File: config.mk
export PLATFORM = sky130hd
export DESIGN_NAME = unal_bus_seq
export DESIGN_NICKNAME = d
export VERILOG_FILES = /design/src/rtl/unal_seq_pkg.sv /design/src/rtl/unal_beat_plan.sv /design/src/rtl/unal_wr_steer.sv /design/src/rtl/unal_rd_gather.sv /design/src/rtl/unal_bus_seq.sv
export SDC_FILE = /design/constraint.sdc
export NUM_CORES = 1
export LEC_CHECK = 0
export BUFFER_PORTS_ARGS = -buffer_cell sky130_fd_sc_hd__buf_2
export CORE_MARGIN = 2
export CORE_UTILIZATION = 54
export CTS_CLUSTER_SIZE = 16
export DETAILED_ROUTE_END_ITERATION = 8
export PLACE_DENSITY_LB_ADDON = 0.15
export SLEW_MARGIN = 20
export SYNTH_ARGS = -nofsm -noshare
export SYNTH_HDL_FRONTEND = slang
export SYNTH_HIERARCHICAL = 1
export SYNTH_SLANG_ARGS = --single-unit
File: constraint.sdc
create_clock -name clk -period 4.1 [get_ports clk]
set_input_delay 0.205 -clock clk [delete_from_list [all_inputs] [get_ports clk]]
set_output_delay 0.205 -clock clk [all_outputs]
set_load 0.01 [all_outputs]
File: src/rtl/unal_seq_pkg.sv
package unal_seq_pkg;

    typedef enum logic [1:0] {
        ST_IDLE = 2'd0,
        ST_BUSY = 2'd1,
        ST_DONE = 2'd2
    } seq_st_e;

    localparam logic [1:0] SZ_BYTE = 2'd0;
    localparam logic [1:0] SZ_HALF = 2'd1;
    localparam logic [1:0] SZ_WORD = 2'd2;

    // Byte count for a size code; code 3 is treated as four bytes.
    function automatic int unsigned size_bytes(input logic [1:0] sz);
        case (sz)
            SZ_BYTE: return 1;
            SZ_HALF: return 2;
            default: return 4;
        endcase
    endfunction

endpackage

File: src/rtl/unal_beat_plan.sv
// Works out one bus beat from the item base address and the byte pointer.
module unal_beat_plan #(
    parameter int ADDR_W = 32,
    parameter int PTR_W  = 3
) (
    input  logic [ADDR_W-1:0] base,
    input  logic [PTR_W-1:0]  ptr,
    input  logic [PTR_W-1:0]  nbytes,
    output logic [ADDR_W-1:0] word_addr,
    output logic              lane_hi,
    output logic              lane_lo,
    output logic [PTR_W-1:0]  step,
    output logic              last
);
    logic [ADDR_W-1:0] cur_addr;
    logic [PTR_W-1:0]  remain;

    always_comb begin
        cur_addr  = base + ADDR_W'(ptr);
        remain    = nbytes - ptr;
        // Even byte rides the high lane, odd byte the low lane.
        lane_hi   = ~cur_addr[0];
        lane_lo   = cur_addr[0] | (remain >= PTR_W'(2));
        step      = (lane_hi & lane_lo) ? PTR_W'(2) : PTR_W'(1);
        last      = (ptr + step) == nbytes;
        word_addr = {cur_addr[ADDR_W-1:1], 1'b0};
    end
endmodule

File: src/rtl/unal_wr_steer.sv
// Places value bytes on the bus lanes for one write beat.
module unal_wr_steer #(
    parameter int REG_BYTES = 4,
    parameter int PTR_W     = 3
) (
    input  logic [REG_BYTES*8-1:0] value,
    input  logic [PTR_W-1:0]       ptr,
    input  logic                   lane_hi,
    input  logic                   lane_lo,
    output logic [15:0]            bus_wdata
);
    logic [PTR_W-1:0] lo_idx;
    logic [7:0]       hi_byte;
    logic [7:0]       lo_byte;

    always_comb begin
        lo_idx  = lane_hi ? ptr + PTR_W'(1) : ptr;
        hi_byte = '0;
        lo_byte = '0;
        for (int i = 0; i < REG_BYTES; i++) begin
            if (lane_hi && PTR_W'(i) == ptr)    hi_byte = value[i*8 +: 8];
            if (lane_lo && PTR_W'(i) == lo_idx) lo_byte = value[i*8 +: 8];
        end
        bus_wdata = {hi_byte, lo_byte};
    end
endmodule

File: src/rtl/unal_rd_gather.sv
// Merges the enabled lanes of one read beat into the result accumulator.
module unal_rd_gather #(
    parameter int REG_BYTES = 4,
    parameter int PTR_W     = 3
) (
    input  logic [REG_BYTES*8-1:0] acc_in,
    input  logic [15:0]            bus_rdata,
    input  logic [PTR_W-1:0]       ptr,
    input  logic                   lane_hi,
    input  logic                   lane_lo,
    output logic [REG_BYTES*8-1:0] acc_out
);
    logic [PTR_W-1:0] lo_idx;

    always_comb begin
        lo_idx  = lane_hi ? ptr + PTR_W'(1) : ptr;
        acc_out = acc_in;
        for (int i = 0; i < REG_BYTES; i++) begin
            if (lane_hi && PTR_W'(i) == ptr)    acc_out[i*8 +: 8] = bus_rdata[15:8];
            if (lane_lo && PTR_W'(i) == lo_idx) acc_out[i*8 +: 8] = bus_rdata[7:0];
        end
    end
endmodule

File: src/rtl/unal_bus_seq.sv
module unal_bus_seq
    import unal_seq_pkg::*;
#(
    parameter int ADDR_W    = 32,
    parameter int REG_BYTES = 4
) (
    input  logic                   clk,
    input  logic                   rst_n,
    input  logic                   start,
    input  logic [ADDR_W-1:0]      addr,
    input  logic [1:0]             size,
    input  logic                   we,
    input  logic [REG_BYTES*8-1:0] wdata,
    output logic [REG_BYTES*8-1:0] rd_data,
    output logic                   done,
    output logic                   bus_req,
    output logic [ADDR_W-1:0]      bus_addr,
    output logic                   bus_we,
    output logic                   bus_lane_hi,
    output logic                   bus_lane_lo,
    output logic [15:0]            bus_wdata,
    input  logic [15:0]            bus_rdata,
    input  logic                   bus_ready
);
    localparam int REG_W = REG_BYTES * 8;
    localparam int PTR_W = $clog2(REG_BYTES + 1);

    typedef struct packed {
        seq_st_e          st;
        logic [ADDR_W-1:0] base;
        logic [PTR_W-1:0]  nbytes;
        logic [PTR_W-1:0]  ptr;
        logic              we;
        logic [REG_W-1:0]  value;
        logic [REG_W-1:0]  acc;
    } seq_t;

    seq_t seq_d, seq_q;

    logic [ADDR_W-1:0] plan_addr;
    logic              plan_hi, plan_lo, plan_last;
    logic [PTR_W-1:0]  plan_step;
    logic [REG_W-1:0]  gathered;

    unal_beat_plan #(.ADDR_W(ADDR_W), .PTR_W(PTR_W)) u_plan (
        .base      (seq_q.base),
        .ptr       (seq_q.ptr),
        .nbytes    (seq_q.nbytes),
        .word_addr (plan_addr),
        .lane_hi   (plan_hi),
        .lane_lo   (plan_lo),
        .step      (plan_step),
        .last      (plan_last)
    );

    unal_wr_steer #(.REG_BYTES(REG_BYTES), .PTR_W(PTR_W)) u_steer (
        .value     (seq_q.value),
        .ptr       (seq_q.ptr),
        .lane_hi   (plan_hi),
        .lane_lo   (plan_lo),
        .bus_wdata (bus_wdata)
    );

    unal_rd_gather #(.REG_BYTES(REG_BYTES), .PTR_W(PTR_W)) u_gather (
        .acc_in    (seq_q.acc),
        .bus_rdata (bus_rdata),
        .ptr       (seq_q.ptr),
        .lane_hi   (plan_hi),
        .lane_lo   (plan_lo),
        .acc_out   (gathered)
    );

    always_comb begin
        seq_d = seq_q;
        case (seq_q.st)
            ST_IDLE: begin
                if (start) begin
                    seq_d.st     = ST_BUSY;
                    seq_d.base   = addr;
                    seq_d.nbytes = PTR_W'(size_bytes(size));
                    seq_d.ptr    = '0;
                    seq_d.we     = we;
                    seq_d.value  = wdata;
                    seq_d.acc    = '0;
                end
            end
            ST_BUSY: begin
                if (bus_ready) begin
                    if (!seq_q.we) seq_d.acc = gathered;
                    seq_d.ptr = seq_q.ptr + plan_step;
                    if (plan_last) seq_d.st = ST_DONE;
                end
            end
            default: seq_d.st = ST_IDLE;
        endcase
    end

    always_ff @(posedge clk) begin
        if (!rst_n) seq_q <= '0;
        else        seq_q <= seq_d;
    end

    assign bus_req     = (seq_q.st == ST_BUSY);
    assign bus_addr    = plan_addr;
    assign bus_we      = seq_q.we & bus_req;
    assign bus_lane_hi = plan_hi & bus_req;
    assign bus_lane_lo = plan_lo & bus_req;
    assign done        = (seq_q.st == ST_DONE);
    assign rd_data     = seq_q.acc;

    a_r7_even_addr: assert property (@(posedge clk) disable iff (!rst_n)
        bus_req |-> !bus_addr[0]);

    a_r1_some_lane: assert property (@(posedge clk) disable iff (!rst_n)
        bus_req |-> (bus_lane_hi || bus_lane_lo));

    a_r9_hold_beat: assert property (@(posedge clk) disable iff (!rst_n)
        (bus_req && !bus_ready) |=> (bus_req && $stable(bus_addr) &&
            $stable(bus_lane_hi) && $stable(bus_lane_lo) && $stable(bus_wdata)));

    a_r10_one_pulse: assert property (@(posedge clk) disable iff (!rst_n)
        done |=> !done);

    a_r10_after_ready: assert property (@(posedge clk) disable iff (!rst_n)
        $rose(done) |-> $past(bus_req && bus_ready));

    a_r11_no_overlap: assert property (@(posedge clk) disable iff (!rst_n)
        done |-> !bus_req);

endmodule

# After elaboration in Yosys (flattened, before gate mapping)
# Cells that the tools add are included.
[word_totals] elab_cells=87 out_inout_bits=85 in_bits=87 ff_bits=105
[op_classes] n_eq_ne=18 addsub=4 muxes=28 n_lt_le_gt_ge=1 bitwise_logic=6 n_reduce_logical=20
[op_table] op="2-to-1 mux 8 bit" n=16
[op_table] op="2-to-1 mux 105 bit" n=1
[op_table] op="2-to-1 mux 32 bit" n=2
[op_table] op="case mux 32 bit (2 select lines)" n=1
[op_table] op="adder 32 x 3 -> 32 bit" n=1
[op_table] op="AND reduction 5 bit" n=4
[op_table] op="== test 2 x 3 -> 1 bit, first input constant" n=4
[op_table] op="inequality test 3 x 1 -> 1 bit, second input constant" n=4
[op_table] op="case mux 3 bit (2 select lines)" n=2
[op_table] op="logical AND 1 bit" n=8
[op_table] op="== test 1 x 3 -> 1 bit, first input constant" n=2
[op_table] op="zero test 3 bit" n=2
[op_table] op="2-to-1 mux 2 bit" n=3
[op_table] op="2-to-1 mux 3 bit" n=2
[op_table] op="AND reduction 3 bit" n=2
[op_table] op="AND 1 bit" n=4
[op_table] op="== test 2 x 1 -> 1 bit, second input constant" n=2
[op_table] op="zero test 2 bit" n=2
[op_table] op="inequality test 2 x 1 -> 1 bit, second input constant" n=2
[op_table] op="inequality test 2 bit, second input constant" n=2
[op_table] op="case mux 2 bit (2 select lines)" n=1
[op_table] op="adder 3 x 1 -> 3 bit, second input constant" n=1
[op_table] op="adder 3 bit" n=1
[op_table] op="== test 3 bit" n=1
[op_table] op="7 further kinds" n=7

# Depth between registers and ports, before layout
# Gate-level depths: netlist of the first run.
[depth] word_depth=10 ltp_mapped=14

# Modules after synthesis
# Netlist of the first run, hierarchy kept.
[by_module_without_submodules] mod="unal_bus_seq" cells_per_inst=500 n_inst=1 area_per_inst_um2=4102.7
[by_module_without_submodules] mod="unal_rd_gather" cells_per_inst=87 n_inst=1 area_per_inst_um2=1002.2
[by_module_without_submodules] mod="unal_beat_plan" cells_per_inst=126 n_inst=1 area_per_inst_um2=967.2
[by_module_without_submodules] mod="unal_wr_steer" cells_per_inst=81 n_inst=1 area_per_inst_um2=605.6

# Least setup slack after synthesis of the first run
# OpenSTA, ideal clock, no wires.
[synth_timing] path_type="flip-flop to flip-flop" startpoint="reg seq_q[65] (netlist bit)" endpoint="reg seq_q[103] (netlist bit)" stages_incl_launch_ff=14 setup_slack_ps=1074 path_buffers=0 setup_ps=128 synth_period_minus_slack_ps=3026 t_arrival_ps=2898 t_required_ps=3972 path_cell_list="dfxtp_1 ha_1 fa_1 xor3_1 nand2b_1 nand2_1 nand2_1 fa_1 xnor2_1 nor3_1 mux2_2 nand2_1 a21oi_1 nor2_1"
[synth_via] elab_chain_cells=9 word_cells_on_any_way=11
[synth_rtl] element="from (decl)" line_no="unal_bus_seq.sv:38" text="seq_t seq_d, seq_q;"
[synth_rtl] element="from (signal assigned)" line_no="unal_bus_seq.sv:100" text="else seq_q <= seq_d;"
[synth_rtl] element="branches (longest 3 deep; another with adder 32 x 3 -> 32 bit)"
[synth_rtl] element="AND 1 bit *" line_no="unal_beat_plan.sv:24" text="step = (lane_hi & lane_lo) ? PTR_W'(2) : PTR_W'(1);"
[synth_rtl] element="2-to-1 mux 2 bit *" line_no="unal_beat_plan.sv:24"
[synth_rtl] element="net plan_step[0]" line_no="unal_bus_seq.sv:42" text="logic [PTR_W-1:0] plan_step;"
[synth_rtl] element="adder 3 bit *" line_no="unal_beat_plan.sv:25" text="last = (ptr + step) == nbytes;"
[synth_rtl] element="== test 3 bit *" line_no="unal_beat_plan.sv:25"
[synth_rtl] element="net plan_last" line_no="unal_bus_seq.sv:41" text="logic plan_hi, plan_lo, plan_last;"
[synth_rtl] element="inequality test 2 x 1 -> 1 bit (no source line) *"
[synth_rtl] element="AND reduction 3 bit (no source line) *"
# Mark *: on every way through the listed nets, which the timed path passes.
# A chain may end at the register's enable or synchronous reset.

# Worst setup path after layout of the first run
[layout_timing] startpoint="reg seq_q[65] (netlist bit)" endpoint="out bus_wdata[6]"
[layout_via] elab_chain_cells=8 word_cells_on_any_way=18
[layout_rtl] element="branches (longest 2 deep; another with adder 32 x 3 -> 32 bit)"
[layout_rtl] element="bitwise OR 1 bit *" line_no="unal_beat_plan.sv:23" text="lane_lo = cur_addr[0] | (remain >= PTR_W'(2));"
[layout_rtl] element="net plan_lo" line_no="unal_bus_seq.sv:41"
[layout_rtl] element="logical AND 1 bit" line_no="unal_wr_steer.sv:22" text="if (lane_lo && PTR_W'(i) == lo_idx) lo_byte = value[i*8 +: 8];"
[layout_rtl] element="2-to-1 mux 8 bit (3 in a row)" line_no="unal_wr_steer.sv:22"
[layout_rtl] element="2-to-1 mux 8 bit *" line_no="unal_wr_steer.sv:22"
[layout_rtl] element="to (decl)" line_no="unal_bus_seq.sv:21" text="output logic [15:0] bus_wdata,"
# Marks and branches as above.

==> results.toml, run 1 <==
[clocking]
holdBufCountCts = 0
clock_path_buffers = 2
postCtsSetupBuffers = 0
cts-resized-gates = 0
clkSinkCount = 105
cts_tree = "built"
htree_levels = 3
cts.clk_slew.worst_paths_ns = 0.07
insertion_delay_ns = 0.35
cts_root_buf = "clkbuf_16"
numCtsBuffers = 9

[synthesis]
async_flop_share_pct = 0
synth-seq-area-share_pct = 31.48
synth-edff-count = 0
ys_types = 62
synth_top_area_cell = "dfxtp_1"
netlist_instances = 794
dominantRegCellSynth = "dfxtp_1"
synth_area_mm2 = 0.006678
synth_top_cell_area_share_pct = 31.48
ys_ff_latch = 105
ys_warn_count = 6
synth.most_common_cell = "nand2_1"
synth_common_cells = "nand2_1 (224), dfxtp_1 (105), a21oi_1 (69)"
synth_area_leaders = "dfxtp_1 (31%), nand2_1 (13%), mux2_2 (11%)"
avgSynthCellArea_um2 = 8.410

[final_layout]
fillers = 1094
syn2layout_area_growth_pct = 14.82
nNetsFinal = 1014
drive_above_1_share_pct = 31.91
final_util_pct = 63.57
diodes = 0
design_area_mm2 = 0.007667

[timing]
rsz0062_at_grt = "no"
clock_skew_ns = 0.005544
finalSetupViolations = 0
hold_viol = 0
tightest_slew_ns = 0.7919
slew_headroom_pct = 46.08
fin_crit_ns = 3.436
setup_ws_ns = 0.6637
post-route-period-util_pct = 83.81
final-max-slew-violation-count = 0
fmax_mhz = 291.0
whs_ns = 0.08433
fin_setup_tns_ns = 0

[floorplanning]
fp.dieW_um = 115.2
start_util_pct = 55.36
core.rowCount = 40
design.die.area_mm2 = 0.01327
core_area_mm2 = 0.01206
ios = 172
die_h_um = 115.2

[global_route]
grt_max_degree = 43
track_usage_pct = 26.31
grt_pass1_wl_um = 27950
grt_pass1_vias = 5725
antenna_found_initial = 1
overflow = 0

[placed_design]
place_area_mm2 = 0.007371
portBuffers = 170
place_ws_ns = 0.8533
place_congestion = 0.9289
hpwl_um = 12280

[detailed_routing]
wl_um = 17300
detail-route-antenna-nets = 0
wl_per_cell_um = 16.02
drc = 0
drtIter0Drc = 330
vias = 5913
via_per_inst = 5.475
drt_first_pass_iters = 5

[power_and_ir_drop]
power.static_leakage_nw = 3.553
ir_drop_mv = 0.1958
p_per_area_mw_per_mm2 = 369.8

[min_path]
hp-class = "in2reg"

[run_status]
outcome = "complete, no violations"

[setup_path]
startpoint_type = "flop"
critPathCaptureType = "output port"
worstPathMaxFanout = 21
cp_data_required_time_ns = 3.89
worstSetupPathType = "reg2out"
arrival_ns = 3.23
rrSetupSlack_ns = 0.84

[job]
maxCapViolations = 0
worst max-delay path, stage by stage (launching register included):
cell	delay [ns]
dfxtp_1	0.31
buf_4	0.22
ha_1	0.26
inv_1	0.59
nand2_1	0.55
o21ai_1	0.58
o22ai_1	0.20
buf_2	0.18
per-layer routing:
layer / part of all wire [%] / GRT usage [%] / vias to the layer above
met4: 2.0 / 9.558 / 0
li1: - / - / 2889
met5: 0 / 0 / -
met1: 43 / 33.34 / 2788
met3: 6.6 / 5.535 / 23
met2: 48 / 44.31 / 213
stage by stage:
| stage | power (W) | instances |
|---|---|---|
| after global routing | 0.002981 | 1080 |
| after global placement | 0.001933 | 1064 |
| after detailed placement | 0.001968 | 1065 |
| after CTS | 0.002849 | 1080 |
| after floorplan | 0.001746 | 795 |
| final | 0.002835 | 1080 |
where the power goes:
part           total, W  switching (W)  internal, W  leakage (nW)
Clock          0.000884       0.000382     0.000502         0.148
Combinational  0.000803       0.000453     0.000350          2.55
Sequential      0.00115      0.0000671      0.00108         0.857
Total           0.00284       0.000901      0.00193          3.55
placed cells by master, fill, tap and decap left out, types with 3 or more instances in the layout:
cell,synthesis,layout
nor3_1,10,10
xor2_1,25,25
nor2_1,9,9
a221oi_1,7,7
a21oi_1,69,69
dfxtp_1,105,105
nor3_2,4,4
nor2b_1,3,3
fa_1,4,4
o211ai_4,4,4
and4_1,3,3
o22ai_1,9,9
nand3b_2,3,3
o21ai_0,18,18
buf_2,10,170
inv_1,22,22
ha_1,15,15
nand2_1,224,224
clkbuf_16,0,9
xnor2_1,9,9
nand3_1,5,5
buf_4,34,7
nand4_1,4,4
mux2i_1,48,48
nand3b_1,4,4
nor4_2,4,4
mux2_2,66,66
and2_1,3,3
final cells by class:
class	instances	area [µm²]	area share, %
Tap cell	168	210.2	2.742
Inverter	23	86.33	1.126
Clock buffer	12	256.5	3.345
Sequential cell	105	2102	27.42
Multi-Input combinational cell	591	4041	52.71
Clock inverter	3	40.04	0.5222
Timing Repair Buffer	178	930.9	12.14
cells by family (layout without fill, tap and decap cells):
family,after synthesis,count (layout),synth area share [%]
compound gates,117,117,10.77
simple gates,302,302,21.75
flops,105,105,31.48
xor+xnor,35,35,4.815
buf+inv,99,216,8.244
other cells,1,2,0.05616
mux,116,116,18.87
fa+ha+maj,19,19,4.010
flip-flops by register name, summed over array words and instances (netlist names):
register and count:
seq_q 73, rd_data 32
worst paths after layout:
path | from | depth (start not counted) | to
max | seq_q[65]$_SDFFE_PN0P_ | 7 | bus_wdata[6]
min | addr[9] | 3 | seq_q[80]$_SDFFE_PN0P_
max reg2reg | seq_q[65]$_SDFFE_PN0P_ | 14 | seq_q[103]$_SDFFE_PN0P_
min reg2reg | seq_q[73]$_SDFFE_PN0P_ | 2 | seq_q[73]$_SDFFE_PN0P_
No activity file was read; power rests on OpenSTA's default activity.
==> run 2: changes to the inputs <==
--- a/config.mk
+++ b/config.mk
@@ -7,7 +7,7 @@
 export LEC_CHECK = 0
 export BUFFER_PORTS_ARGS = -buffer_cell sky130_fd_sc_hd__buf_2
 export CORE_MARGIN = 2
-export CORE_UTILIZATION = 54
+export CORE_UTILIZATION = 49
 export CTS_CLUSTER_SIZE = 16
 export DETAILED_ROUTE_END_ITERATION = 8
 export PLACE_DENSITY_LB_ADDON = 0.15
==> constraint.sdc (replaced) <==
create_clock -name clk -period 2.9 [get_ports clk]
set_input_delay 0.145 -clock clk [delete_from_list [all_inputs] [get_ports clk]]
set_output_delay 0.145 -clock clk [all_outputs]
set_load 0.01 [all_outputs]
==> results.toml, run 2 (synthesis results as in run 1) <==
[run_status]
outcome = "complete, no violations"

[placed_design]
hpwl_um = 11950
portBuffers = 170
dpl.cell_count = 1086
place_congestion = 0.9035
place_ws_ns = -0.05764

[timing]
fmax_mhz = 353.4
fin_setup_tns_ns = 0
clock_skew_ns = 0.005369
finalSetupViolations = 0
slew_headroom_pct = 51.94
final-max-slew-violation-count = 0
tightest_slew_ns = 0.7198
post-route-period-util_pct = 97.56
setup_ws_ns = 0.07064
hold_viol = 0
fin_crit_ns = 2.829

[power_and_ir_drop]
p_comb_share_pct = 29.3
sw_frac_of_total_pct = 31.09
power_w = 0.004247
pwr-share-seq_pct = 38.1
pwr-share-clk_pct = 32.6
p_int_w = 0.002927
power.static_leakage_nw = 3.689
p_per_area_mw_per_mm2 = 532.4
ir_drop_mv = 0.3430
p_switching_w = 0.001320

[detailed_routing]
drtIter0Drc = 326
vias = 5893
wl_um = 17310
wl_per_cell_um = 15.61
detail-route-antenna-nets = 0
drt_first_pass_iters = 4
drc = 0
via_per_inst = 5.314

[setup_path]
worstSetupPathType = "reg2reg"
crit_path_start = "seq_q[68]$_SDFFE_PN0P_"
critPathTopFamily = "adder cells"
crit_path_top_delay_cell = "fa_1"
worstPathMaxFanout = 3
slowest_delay_ns = 0.50
cp_cell_sequence = "inv_1 > ha_2 > fa_2 > xor3_1 > nand2b_4 > nand2_2 > nand2_1 > fa_1 > xnor2_2 > nor3_2 > mux2_4 > nand2_1 > a21oi_2 > nor2_1"
cp_data_required_time_ns = 3.12
cp_num_buf_inv = 1
r2r_start = "seq_q[68]$_SDFFE_PN0P_"
arrival_ns = 3.05
critPathCaptureType = "flop"
startpoint_type = "flop"
cpMostUsedCell = "nand2_1"

[min_path]
hp-class = "in2reg"
hold_start = "addr[18]"

[final_layout]
largest_register_ffs = 73
final_cell_mix = "nand2_1 (222), buf_2 (170), dfxtp_1 (103)"
nNetsFinal = 1035
final_common_cell = "nand2_1"
final_util_pct = 60.00
instances_no_fill = 1109
regMostFlops = "seq_q"
diodes = 0
drive_above_1_share_pct = 35.69
syn2layout_area_growth_pct = 19.47

[floorplanning]
fp.dieW_um = 120.7
core.rowCount = 42
ios = 172
design.die.area_mm2 = 0.01458
die_h_um = 120.7
start_util_pct = 50.23
core_area_mm2 = 0.01330

[clocking]
cts_tree = "built"
htree_levels = 3
insertion_delay_ns = 0.35
clock_path_buffers = 2
holdBufCountCts = 0
cts.clk_slew.worst_paths_ns = 0.07
numCtsBuffers = 9
cts_root_buf = "clkbuf_16"
clkSinkCount = 105

[global_route]
antenna_found_initial = 0
overflow = 0
grt_pass1_vias = 5558
grt_max_degree = 49
track_usage_pct = 23.83
grt_pass1_wl_um = 27700

[job]
maxCapViolations = 0
==> run 2: cell count changes in the layout (fill, tap and decap cells not counted), sizes merged <==
cell / before / now
clkbuf: 12 / 9
bufinv: 1 / 3
a2111o: 1 / 2
clkinvlp: 0 / 1
buf: 178 / 198
==> run 2: path summary, 6_finish.rpt <==
check                            endpoint  slack [ns]  cells past startpoint
setup / recovery  seq_q[103]$_SDFFE_PN0P_        0.07                     14
setup reg to reg  seq_q[103]$_SDFFE_PN0P_        0.07                     14
hold / removal     seq_q[89]$_SDFFE_PN0P_        0.02                      3
hold reg to reg    seq_q[73]$_SDFFE_PN0P_        0.47                      2
==> run 2: power by group through the flow <==
| stage | Combinational, W | Clock, W | Sequential (W) |
|---|---|---|---|
| 2_1_floorplan | 0.000839 | 0 | 0.00163 |
| 3_3_place_gp | 0.00115 | 0 | 0.00165 |
| 3_5_place_dp | 0.00116 | 0 | 0.00165 |
| 4_1_cts | 0.00118 | 0.00141 | 0.00162 |
| 5_1_grt | 0.00137 | 0.00147 | 0.00163 |
| 6_report | 0.00124 | 0.00138 | 0.00162 |
==> run 2: cell type report <==
type,instances,area [µm²]
inverters,23,86.33
clock buffers,9,225.2
fillers,1260,5318
multi-input cells,592,4156
repair buffers,198,1077
clock inverters,6,107.6
well taps,176,220.2
flip-flops and latches,105,2105
==> run 2: layer usage <==
metal  up-vias  part of all wire, %  global-route usage [%]
met2       195                   46                   37.89
met4         0                  1.8                   7.195
met5         -                    0                       0
met3        18                  5.7                   5.189
met1      2735                   46                   32.37
li1       2945                    -                       -
==> run 2: stage by stage <==
step | area, µm² | hold WS (ns)
after detailed placement | 7461 | 0.3900
after CTS | 7859 | 0.01497
after global placement | 7461 | 0.3884
after floorplan | 6685 | 0.2810
after global routing | 7978 | 0.01768
final | 7978 | 0.02260
==> run 2: what timing repair did <==
item	CTS	global route
resized for setup	12	15
pin swaps	3	8
setup endpoints to repair	18	7
hold endpoints to repair	0	0
buffers inserted	0	7
gates cloned	1	0
==> run 2: worst register-to-register path: stages (launching register included) <==
cell and delay (ns):
dfxtp_2 0.33, inv_1 0.06, ha_2 0.17, fa_2 0.33, xor3_1 0.22, nand2b_4 0.16, nand2_2 0.09, nand2_1 0.08
fa_1 0.50, xnor2_2 0.18, nor3_2 0.19, mux2_4 0.17, nand2_1 0.05, a21oi_2 0.11, nor2_1 0.04
==> run 3: changes to the inputs <==
--- a/config.mk
+++ b/config.mk
@@ -6,8 +6,10 @@
 export NUM_CORES = 1
 export LEC_CHECK = 0
 export BUFFER_PORTS_ARGS = -buffer_cell sky130_fd_sc_hd__buf_2
+export CELL_PAD_IN_SITES_DETAIL_PLACEMENT = 2
+export CELL_PAD_IN_SITES_GLOBAL_PLACEMENT = 2
 export CORE_MARGIN = 2
-export CORE_UTILIZATION = 49
+export CORE_UTILIZATION = 28
 export CTS_CLUSTER_SIZE = 16
 export DETAILED_ROUTE_END_ITERATION = 8
 export PLACE_DENSITY_LB_ADDON = 0.15
==> results.toml, run 3 (synthesis results as in run 1) <==
[timing]
slew_headroom_pct = 48.58
finalSetupViolations = 0
post-route-period-util_pct = 97.63
rsz0062_at_grt = "yes"
hold_viol = 0
clock_skew_ns = 0.01001
fin_crit_ns = 2.831
final-max-slew-violation-count = 0
setup_ws_ns = 0.06870
tightest_slew_ns = 0.7713
fmax_mhz = 353.2

[final_layout]
regMostFlops = "seq_q"
drive_above_1_share_pct = 35.71
design_area_mm2 = 0.008195
largest_register_ffs = 73
final_common_cell = "nand2_1"
diodes = 0
fillers = 2712
final_cell_mix = "nand2_1 (223), buf_2 (170), dfxtp_1 (102)"
syn2layout_area_growth_pct = 22.73
nNetsFinal = 1039

[setup_path]
rrSetupSlack_ns = 0.07
cp_data_required_time_ns = 3.19
arrival_ns = 3.12
r2r_start = "seq_q[68]$_SDFFE_PN0P_"
worstSetupPathType = "reg2reg"
startpoint_type = "flop"
r2r-end = "seq_q[103]$_SDFFE_PN0P_"
crit_path_start = "seq_q[68]$_SDFFE_PN0P_"
critPathCaptureType = "flop"
crit_path_end = "seq_q[103]$_SDFFE_PN0P_"
reg2reg_depth = 14
worstPathMaxFanout = 3

[clocking]
clock_path_buffers = 2
clkSinkCount = 105
numCtsBuffers = 9
cts_tree = "built"
insertion_delay_ns = 0.36
cts.clk_slew.worst_paths_ns = 0.08
htree_levels = 3
cts_root_buf = "clkbuf_16"

[global_route]
grt_pass1_vias = 6313
overflow = 0
grt_pass1_wl_um = 35090
grt_max_degree = 69
track_usage_pct = 18.14
antenna_found_initial = 0

[power_and_ir_drop]
ir_drop_mv = 0.2419
power.static_leakage_nw = 3.727
p_per_area_mw_per_mm2 = 521.2

[floorplanning]
die_h_um = 158.4
design.die.area_mm2 = 0.02510
start_util_pct = 28.45
core.rowCount = 56
ios = 172
fp.dieW_um = 158.4
core_area_mm2 = 0.02347

[detailed_routing]
drt_first_pass_iters = 4
wl_um = 22530
drtIter0Drc = 136
vias = 5983
via_per_inst = 4.760
drc = 0
detail-route-antenna-nets = 0
wl_per_cell_um = 17.92

[placed_design]
place_congestion = 0.7479
portBuffers = 170
hpwl_um = 16060
place_area_mm2 = 0.007710
place_ws_ns = -0.1849

[run_status]
outcome = "complete, no violations"

[min_path]
hp-class = "in2reg"

[job]
maxCapViolations = 0
## run 3: layout make-up
type / count / area [µm²] / share of cell area [%]
multi-input combinational: 592 / 4158 / 50.73
sequential: 105 / 2106 / 25.69
timing repair buffer: 202 / 1142 / 13.94
tap: 319 / 399.1 / 4.870
clock buffer: 11 / 242.7 / 2.962
inverter: 23 / 86.33 / 1.053
clock inverter: 5 / 61.31 / 0.7481
## run 3: worst min-delay path by stage
stage / start / end / slack [ns] / cells past startpoint
floorplan: addr[2] / seq_q[73]$_SDFFE_PN0P_ / 0.28 / 2
global placement: addr[24] / seq_q[95]$_SDFFE_PN0P_ / 0.39 / 3
detailed placement: wdata[28] / seq_q[60]$_SDFFE_PN0P_ / 0.39 / 3
CTS: addr[5] / seq_q[76]$_SDFFE_PN0P_ / 0.001 / 3
global route: addr[10] / seq_q[81]$_SDFFE_PN0P_ / 0.009 / 3
finish: addr[22] / seq_q[93]$_SDFFE_PN0P_ / 0.02 / 3
## run 3: critical path, cell delays in order (launching register included)
cell and delay, ns:
dfxtp_2 0.34, inv_1 0.05, ha_2 0.17, fa_2 0.34, xor3_1 0.22, nand2b_4 0.18, nand2_4 0.09, nand2_1 0.07
fa_1 0.38, xnor2_1 0.32, nor3_2 0.09, mux2_4 0.28, nand2_1 0.06, a21oi_1 0.06, nor2_1 0.12
## run 3: per-layer routing
metal	part of all wire, %	track usage (%)
met4	1.1	4.462
met1	47	24.09
met3	3.1	3.076
met5	0	0
met2	49	30.62
## run 3: power by group
group	internal, W	switching, W
combinational	0.000597	0.000733
clock	0.000702	0.000618
sequential	0.00153	0.0000919
total	0.00283	0.00144
## run 3: per-stage QoR
| step | total power (W) | setup TNS, ns | utilization (%) | instances | hold slack [ns] |
|---|---|---|---|---|---|
| 2_1_floorplan | 0.002471 | 0 | - | 795 | 0.2810 |
| 3_3_place_gp | 0.002905 | 0 | 32.85 | 1235 | 0.3880 |
| 3_5_place_dp | 0.002936 | -0.2887 | 32.85 | 1235 | 0.3944 |
| 4_1_cts | 0.004326 | 0 | 34.68 | 1256 | 0.001441 |
| 5_1_grt | 0.004534 | -0.1147 | 34.91 | 1257 | 0.009426 |
| 6_report | 0.004271 | 0 | 34.91 | 1257 | 0.01537 |
## run 3: what timing repair did
item                                    4_1_cts  5_1_grt
setup buffers                                 3        1
hold buffers                                  1        0
hold endpoints to repair                      1        0
endpoints found under the setup margin       20       12
pin swaps                                     7        7
resized for setup                            19       10
cloned                                        1        0
